**config.mk**
```make
export PLATFORM = sky130hd
export DESIGN_NAME = bfx_unit
export DESIGN_NICKNAME = d
export VERILOG_FILES = /design/src/rtl/bfx_pkg.sv /design/src/rtl/bfx_low_mask.sv /design/src/rtl/bfx_extract.sv /design/src/rtl/bfx_deposit.sv /design/src/rtl/bfx_funnel.sv /design/src/rtl/bfx_unit.sv
export SDC_FILE = /design/constraint.sdc
export NUM_CORES = 1
export LEC_CHECK = 0
export ABC_AREA = 1
export ABC_CLOCK_PERIOD_IN_PS = 3800
export BUFFER_PORTS_ARGS = -buffer_cell sky130_fd_sc_hd__buf_2
export CAP_MARGIN = 20
export CELL_PAD_IN_SITES_DETAIL_PLACEMENT = 0
export CELL_PAD_IN_SITES_GLOBAL_PLACEMENT = 1
export CORE_MARGIN = 5
export CORE_UTILIZATION = 39
export DETAILED_ROUTE_END_ITERATION = 6
export PLACE_DENSITY = 0.88
export SLEW_MARGIN = 20
export SYNTH_ARGS = -nofsm -noshare
export SYNTH_HDL_FRONTEND = slang
export SYNTH_SLANG_ARGS = --single-unit
```
**constraint.sdc**
```tcl
create_clock -name vclk -period 3.8
set_clock_uncertainty 0.05 [all_clocks]
set_input_delay 0.38 -clock vclk [all_inputs]
set_output_delay 0.38 -clock vclk [all_outputs]
set_load 0.02 [all_outputs]
```
**src/rtl/bfx_pkg.sv**
```systemverilog
package bfx_pkg;
   localparam logic [2:0] BF_SEXT   = 3'd0;
   localparam logic [2:0] BF_UEXT   = 3'd1;
   localparam logic [2:0] BF_INS    = 3'd2;
   localparam logic [2:0] BF_MASK   = 3'd3;
   localparam logic [2:0] BF_FUNNEL = 3'd4;
endpackage

```
**src/rtl/bfx_low_mask.sv**
```systemverilog
// Thermometer mask: bit g is set when g < width.
module bfx_low_mask #(
   parameter int DW = 32,
   localparam int PW = $clog2(DW)
) (
   input  logic [PW-1:0] width_i,
   output logic [DW-1:0] mask_o
);
   for (genvar g = 0; g < DW; g++) begin : g_bit
      assign mask_o[g] = (width_i > PW'(g));
   end
endmodule

```
**src/rtl/bfx_extract.sv**
```systemverilog
// Field extract; SIGNED selects sign or zero fill above the field.
module bfx_extract #(
   parameter int DW     = 32,
   parameter bit SIGNED = 1'b0,
   localparam int PW = $clog2(DW)
) (
   input  logic [DW-1:0] a_i,
   input  logic [PW-1:0] pos_i,
   input  logic [PW-1:0] width_i,
   input  logic [DW-1:0] low_mask_i,
   output logic [DW-1:0] res_o
);
   logic [DW-1:0] shifted;
   logic [DW-1:0] field;

   assign shifted = a_i >> pos_i;
   assign field   = shifted & low_mask_i;

   if (SIGNED) begin : g_sign
      logic [PW-1:0] top_idx;
      logic          sign_bit;
      assign top_idx  = width_i - PW'(1);
      assign sign_bit = (width_i != '0) && shifted[top_idx];
      assign res_o    = field | ({DW{sign_bit}} & ~low_mask_i);
   end else begin : g_zero
      assign res_o = field;
   end
endmodule

```
**src/rtl/bfx_deposit.sv**
```systemverilog
// Builds the placed field mask, the shifted data and the deposit result.
module bfx_deposit #(
   parameter int DW = 32,
   localparam int PW = $clog2(DW)
) (
   input  logic [DW-1:0] a_i,
   input  logic [DW-1:0] b_i,
   input  logic [PW-1:0] pos_i,
   input  logic [DW-1:0] low_mask_i,
   output logic [DW-1:0] placed_mask_o,
   output logic [DW-1:0] placed_data_o,
   output logic [DW-1:0] merged_o
);
   assign placed_mask_o = low_mask_i << pos_i;
   assign placed_data_o = b_i << pos_i;
   assign merged_o      = (a_i & ~placed_mask_o) | (placed_data_o & placed_mask_o);
endmodule

```
**src/rtl/bfx_funnel.sv**
```systemverilog
// Upper word of {b,a} shifted left by pos. WIDE_SHIFT picks one double-width
// shifter; otherwise two single-width shifters with an explicit pos==0 bypass.
module bfx_funnel #(
   parameter int DW         = 32,
   parameter bit WIDE_SHIFT = 1'b1,
   localparam int PW = $clog2(DW)
) (
   input  logic [DW-1:0] a_i,
   input  logic [DW-1:0] b_i,
   input  logic [PW-1:0] pos_i,
   output logic [DW-1:0] res_o
);
   if (WIDE_SHIFT) begin : g_wide
      logic [2*DW-1:0] joined;
      assign joined = {b_i, a_i} << pos_i;
      assign res_o  = joined[2*DW-1:DW];
   end else begin : g_split
      logic [PW:0] back_amt;
      assign back_amt = (PW+1)'(DW) - {1'b0, pos_i};
      assign res_o    = (pos_i == '0) ? b_i : ((b_i << pos_i) | (a_i >> back_amt));
   end
endmodule

```
**src/rtl/bfx_unit.sv**
```systemverilog
module bfx_unit #(
   parameter int DW          = 32,
   parameter bit FUNNEL_WIDE = 1'b1,
   localparam int PW = $clog2(DW)
) (
   input  logic [2:0]    op_i,
   input  logic [PW-1:0] pos_i,
   input  logic [PW-1:0] width_i,
   input  logic [DW-1:0] a_i,
   input  logic [DW-1:0] b_i,
   output logic [DW-1:0] res_o,
   output logic [DW-1:0] mask_o,
   output logic          valid_o
);
   import bfx_pkg::*;

   if (DW < 8 || (1 << PW) != DW) begin : g_bad_width
      $error("bfx_unit: DW must be a power of two of at least 8");
   end

   logic [DW-1:0] low_mask;
   logic [DW-1:0] sext_res;
   logic [DW-1:0] uext_res;
   logic [DW-1:0] placed_mask;
   logic [DW-1:0] placed_data;
   logic [DW-1:0] merged;
   logic [DW-1:0] funnel_res;
   logic [PW:0]   field_end;
   logic          fits;

   assign field_end = {1'b0, pos_i} + {1'b0, width_i};
   assign fits      = (field_end <= (PW+1)'(DW - 1));

   bfx_low_mask #(.DW(DW)) i_low_mask (
      .width_i (width_i),
      .mask_o  (low_mask)
   );

   bfx_extract #(.DW(DW), .SIGNED(1'b1)) i_sext (
      .a_i        (a_i),
      .pos_i      (pos_i),
      .width_i    (width_i),
      .low_mask_i (low_mask),
      .res_o      (sext_res)
   );

   bfx_extract #(.DW(DW), .SIGNED(1'b0)) i_uext (
      .a_i        (a_i),
      .pos_i      (pos_i),
      .width_i    (width_i),
      .low_mask_i (low_mask),
      .res_o      (uext_res)
   );

   bfx_deposit #(.DW(DW)) i_deposit (
      .a_i           (a_i),
      .b_i           (b_i),
      .pos_i         (pos_i),
      .low_mask_i    (low_mask),
      .placed_mask_o (placed_mask),
      .placed_data_o (placed_data),
      .merged_o      (merged)
   );

   bfx_funnel #(.DW(DW), .WIDE_SHIFT(FUNNEL_WIDE)) i_funnel (
      .a_i   (a_i),
      .b_i   (b_i),
      .pos_i (pos_i),
      .res_o (funnel_res)
   );

   always_comb begin
      res_o   = '0;
      mask_o  = '0;
      valid_o = 1'b0;
      case (op_i)
         BF_SEXT: begin
            valid_o = fits;
            if (fits) res_o = sext_res;
         end
         BF_UEXT: begin
            valid_o = 1'b1;
            res_o   = uext_res;
         end
         BF_INS: begin
            valid_o = fits;
            if (fits) res_o = merged;
         end
         BF_MASK: begin
            valid_o = fits;
            if (fits) begin
               res_o  = placed_data;
               mask_o = placed_mask;
            end
         end
         BF_FUNNEL: begin
            valid_o = 1'b1;
            res_o   = funnel_res;
         end
         default: ;
      endcase
   end
endmodule

```
# Yosys cells after proc, flatten, opt, wreduce, memory -nomap -nowiden

Cells that the tools add are included.

Order comparisons: 34
Equality and inequality tests: 4
$add $sub $neg: 2
Shift operators: 4
Multipliers: 0
Bitwise gates (word level): 8
Muxes and demuxes: 9
Reduce and logical (&&, ||, !) cells: 5
Divide/modulo/power cells: 0

Operators with widths:

| cell                                                                   | number |
|---|---|
| 32-bit two-way mux                                                     | 5 |
| 32-bit case mux with 5 select lines                                    | 1 |
| 32-bit bitwise AND                                                     | 4 |
| 5-bit > comparator (second input constant)                             | 16 |
| 32-bit NOT                                                             | 2 |
| 32-bit OR                                                              | 2 |
| 32-bit by 5-bit left shift with 32-bit output                          | 2 |
| 64-bit by 5-bit left shift with 64-bit output                          | 1 |
| 5-bit by 4-bit > comparator with 1-bit output (second input constant)  | 8 |
| 32-bit by 5-bit >> shifter with 32-bit output                          | 1 |
| 5-bit by 3-bit > comparator with 1-bit output (second input constant)  | 4 |
| 5-bit by 1-bit > comparator with 1-bit output (second input constant)  | 2 |
| 5-bit by 2-bit > comparator with 1-bit output (second input constant)  | 2 |
| 5-bit by 5-bit adder with 6-bit output                                 | 1 |
| 3-bit by 2-bit equality test with 1-bit output (second input constant) | 2 |
| 6-bit by 5-bit <= comparator with 1-bit output (second input constant) | 1 |
| 5-bit by 6-bit < comparator with 1-bit output (second input constant)  | 1 |
| 1-bit binary-select mux with 5-bit select                              | 1 |
| 5-bit nonzero test                                                     | 1 |
| 5-bit by 1-bit subtractor with 5-bit output (second input constant)    | 1 |
| 3-bit by 1-bit equality test with 1-bit output (second input constant) | 1 |
| 3-bit equality test (second input constant)                            | 1 |
| 3-bit logical NOT                                                      | 1 |
| 3-bit OR reduction                                                     | 1 |
| 4 further kinds                                                        | 4 |

Output and inout port bits: 65
Input port bits: 77
Register bits: 0
Logic and storage cells: 66
Memories kept: 0
Memory bits (writable): 0
Bits in read-only memories: 0
Bits in latches: 0

# Depth between registers and ports, before layout

Word-level depth: 8
Depth in mapped cells: 21
Mapped depth without buffers: 21

# By module

A second synthesis with hierarchy kept.

Cells, all modules: 2923
Area, all modules: 13245.2 µm²

Modules (own cells, without submodules):

| module                | cells an instance | area each (µm²) | seq. area each (µm²) | times used |
|---|---|---|---|---|
| bfx_deposit           | 816               | 3698.5          | 0.0                  | 1 |
| bfx_funnel            | 639               | 2965.3          | 0.0                  | 1 |
| bfx_extract at i_sext | 555               | 2483.6          | 0.0                  | 1 |
| bfx_unit              | 452               | 2065.7          | 0.0                  | 1 |
| bfx_extract at i_uext | 392               | 1714.1          | 0.0                  | 1 |
| bfx_low_mask          | 69                | 317.8           | 0.0                  | 1 |

# Worst setup path before layout

OpenSTA, ideal clock, no wires.

Kind: input port to output port
Start: input width_i[0]
End: output res_o[16]
Arrival: 2585 ps
Slack: 785 ps
Stages on the path: 17
Path buffers: 4
Cell sequence: inv_1 buf_2 buf_1 ha_1 buf_2 inv_1 nand2_1 nor2_1 nor2_1 a21oi_1 a21oi_1 a21oi_2 nand2_2 buf_6 nand2_1 nand3_1 nand2_1

Longest elaborated chain between the ends: 8
Elaborated cells on any way between the ends: 52

RTL lines:

| item                                        | RTL line          | source |
|---|---|---|
| from (decl)                                 | bfx_unit.sv:8     | `input logic [PW-1:0] width_i,` |
| 5-bit by 1-bit subtractor with 5-bit output | bfx_extract.sv:22 | `assign top_idx = width_i - PW'(1);` |
| 1-bit binary-select mux with 5-bit select   | bfx_extract.sv:23 | `assign sign_bit = (width_i != '0) && shifted[top_idx];` |
| 1-bit two-way mux (not written as such)     | bfx_extract.sv:23 |  |
| 1-bit logical AND                           | bfx_extract.sv:23 |  |
| 32-bit bitwise AND                          | bfx_extract.sv:24 | `assign res_o = field \| ({DW{sign_bit}} & ~low_mask_i);` |
| 32-bit OR                                   | bfx_extract.sv:24 |  |
| 32-bit two-way mux                          | bfx_unit.sv:79    | `if (fits) res_o = sext_res;` |
| 32-bit case mux with 5 select lines *       | bfx_unit.sv:76    | `case (op_i)` |
| to (decl)                                   | bfx_unit.sv:11    | `output logic [DW-1:0] res_o,` |

Every way passes the cells marked *; elsewhere a longest branch is shown, timed or not. The select of a mux whose other input is x is not followed.

# Final worst setup path

Start: input width_i[4]
End: output res_o[25]

Same word-level chain as after synthesis.

==> impl_metrics.py <==
metrics = {
    "outcome": {
        "status": "finished with violations",
        "violations": "design-rule violations",
    },
    "cells_and_area": {
        "insertedDiodeCount": 0,
        "area_delta_synth_final_pct": 12.35,
        "final_common_cell": "nand2_1",
        "design_area_mm2": 0.01020,
        "final_cell_mix": "nand2_1 (602), nand3_1 (394), buf_2 (138)",
        "seq_area_um2": 0,
        "nFillCells": 2745,
        "nets": 2060,
        "n_sequential_cell": 0,
        "clkbuf_count": 0,
        "drive_gt1_frac": 0.1471,
    },
    "synthesis": {
        "synth.yosys.seq_area_share": 0,
        "synth_area_per_cell_um2": 4.827,
        "synthesis.area_mm2": 0.009075,
        "synthCells": 1880,
        "yosysWarnings": 0,
        "syn_nets": 1967,
        "synth_cell_types": 50,
    },
    "global_routing": {
        "grt_pass1_vias": 12760,
        "antenna_found_initial": 3,
        "grt_overflow": 0,
        "grt_start_max_net_pins": 115,
        "grt.total_usage": 0.3925,
        "grt_pass1_wl_um": 79610,
    },
    "die": {
        "die_x_um": 162.5,
        "fp.dieArea_mm2": 0.02642,
        "rows": 55,
        "start_util": 0.3984,
        "die_h_um": 162.5,
        "io_pins": 142,
        "coreArea_mm2": 0.02278,
    },
    "sta": {
        "fmax_ghz": 0.2714,
        "setup_violations": 0,
        "min_period_ns": 3.685,
        "hold_viol_final": 0,
        "fin_tns_setup_ns": 0,
        "post-route-period-util": 0.9698,
        "drv_slew": 0,
        "rsz0062_at_grt": "no",
        "worstMarginPinSlew_ns": 0.8931,
        "slew_headroom": 0.4039,
    },
    "place": {
        "hpwlAfterDp_um": 44700,
        "gp_congestion": 1.128,
        "dpl-instance-area_mm2": 0.01017,
        "port_buffers": 142,
    },
    "power": {
        "netSwitchingFraction": 0.7095,
        "power_frac_seq": 0,
        "powerDensity_mw_per_mm2": 161.9,
        "clkPwrFrac": 0,
        "p_comb_frac": 1.000,
        "switchingPower_mw": 1.171,
        "ir_worst_vdd_uv": 71.37,
        "power.internal_mw": 0.4797,
        "p_leak_nw": 5.151,
    },
    "drt": {
        "vias": 14230,
        "post_drt_wl_per_cell_um": 23.97,
        "wl_um": 54750,
        "drc": 4,
        "via_per_inst": 6.231,
        "first_pass_iters": 7,
        "drt_first_iter_violations": 2374,
        "drtAntennaViolNets": 0,
    },
    "job": {
        "maxCapViolCount": 0,
    },
    "worst_setup_path": {
        "cp.required_ns": 3.37,
        "crit_fanout": 16,
        "startpoint_type": "input port",
        "end_kind": "primary output",
        "worst_ep_arrival_time_ns": 3.26,
        "path_class": "in2out",
    },
    "hold_path": {
        "worstHoldStart": "op_i[2]",
        "holdCritPathClass": "in2out",
        "holdPathStages": 3,
        "min_to": "valid_o",
    },
    "clocking": {
        "cts_setup_buffers": 0,
    },
}
-- cell usage after synthesis (17+ instances only) --
cell,number,area [µm²]
nand2_1,604,2267
nand3_1,394,1972
inv_1,127,476.7
o21ai_0,126,630.6
nor2_1,89,334.1
o21ai_1,86,430.4
buf_2,55,275.3
a21oi_1,50,250.2
o211ai_1,34,255.2
nor3_1,30,150.1
buf_1,25,93.84
clkbuf_1,24,90.09
mux2i_1,19,190.2
buf_6,18,202.7
buf_4,17,127.6
-- timing repair --
| item | 4_1_cts | 5_1_grt |
|---|---|---|
| gates resized for setup | 0 | 7 |
| hold buffers | 0 | 0 |
| endpoints found under the setup margin | 0 | 5 |
| endpoints found under the hold margin | 0 | 0 |
-- logic make-up after synthesis --
group           after synthesis  share of synthesized area
buf+inv                     283                     0.1472
mux                          19                    0.02096
simple gates               1193                     0.5780
fa+ha+maj                    10                    0.01379
compound gates              374                     0.2391
xor+xnor                      1                  0.0009653
-- layer usage --
metal  track usage  wire length, µm  vias up
li1              -                -     6583
met1        0.5418            22110     6422
met2        0.5949            22660     1020
met3       0.04632             6033      203
met4        0.2112             3923        4
met5             0               21        -
-- layout make-up --
cell class,count,area (µm²),share of cell area
Inverter,144,549.3,0.05387
Multi-Input combinational cell,1597,7774,0.7624
Tap cell,313,391.6,0.03841
Timing Repair Buffer,230,1481,0.1453
-- worst max-delay path: stages --
cell	delay, ns
buf_2	0.31
nor2_2	0.14
a31oi_1	0.60
o21ai_1	0.26
nand2_1	0.14
nand2_1	0.06
nand2_1	0.05
o21ai_1	0.11
nand2_1	0.16
nand3_1	0.20
nand2_1	0.25
nand2_1	0.08
o211ai_1	0.08
nand2_1	0.13
inv_1	0.07
nand2_1	0.06
buf_2	0.16
-- power by group through the flow --
stage	combinational, mW	clock (mW)	sequential (mW)
after floorplan	1.03	0	0
after detailed placement	1.58	0	0
final	1.65	0	0
after global routing	1.76	0	0
after CTS	1.59	0	0
after global placement	1.59	0	0
-- metrics by stage --
| stage | cells | hold slack [ns] | setup WS, ns | util | power [mW] |
|---|---|---|---|---|---|
| after floorplan | 1880 | 0.8568 | 0.7853 | - | 1.032 |
| after global placement | 2284 | 1.119 | 0.2319 | 0.4463 | 1.587 |
| after detailed placement | 2284 | 1.113 | 0.2582 | 0.4463 | 1.582 |
| after CTS | 2284 | 1.113 | 0.2509 | 0.4463 | 1.587 |
| after global routing | 2284 | 1.133 | 0.006797 | 0.4476 | 1.761 |
| final | 2284 | 1.124 | 0.1149 | 0.4476 | 1.651 |
-- how the worst max path moves through the flow --
stage	slack (ns)	startpoint	endpoint	depth (start not counted)
after CTS	0.25	width_i[0]	res_o[0]	17
final	0.11	width_i[4]	res_o[25]	17
after global placement	0.23	width_i[1]	res_o[25]	17
after detailed placement	0.26	width_i[0]	res_o[0]	17
after global routing	0.007	width_i[0]	res_o[25]	17
after floorplan	0.79	width_i[0]	res_o[16]	17
No activity file was read; power rests on OpenSTA's default activity.
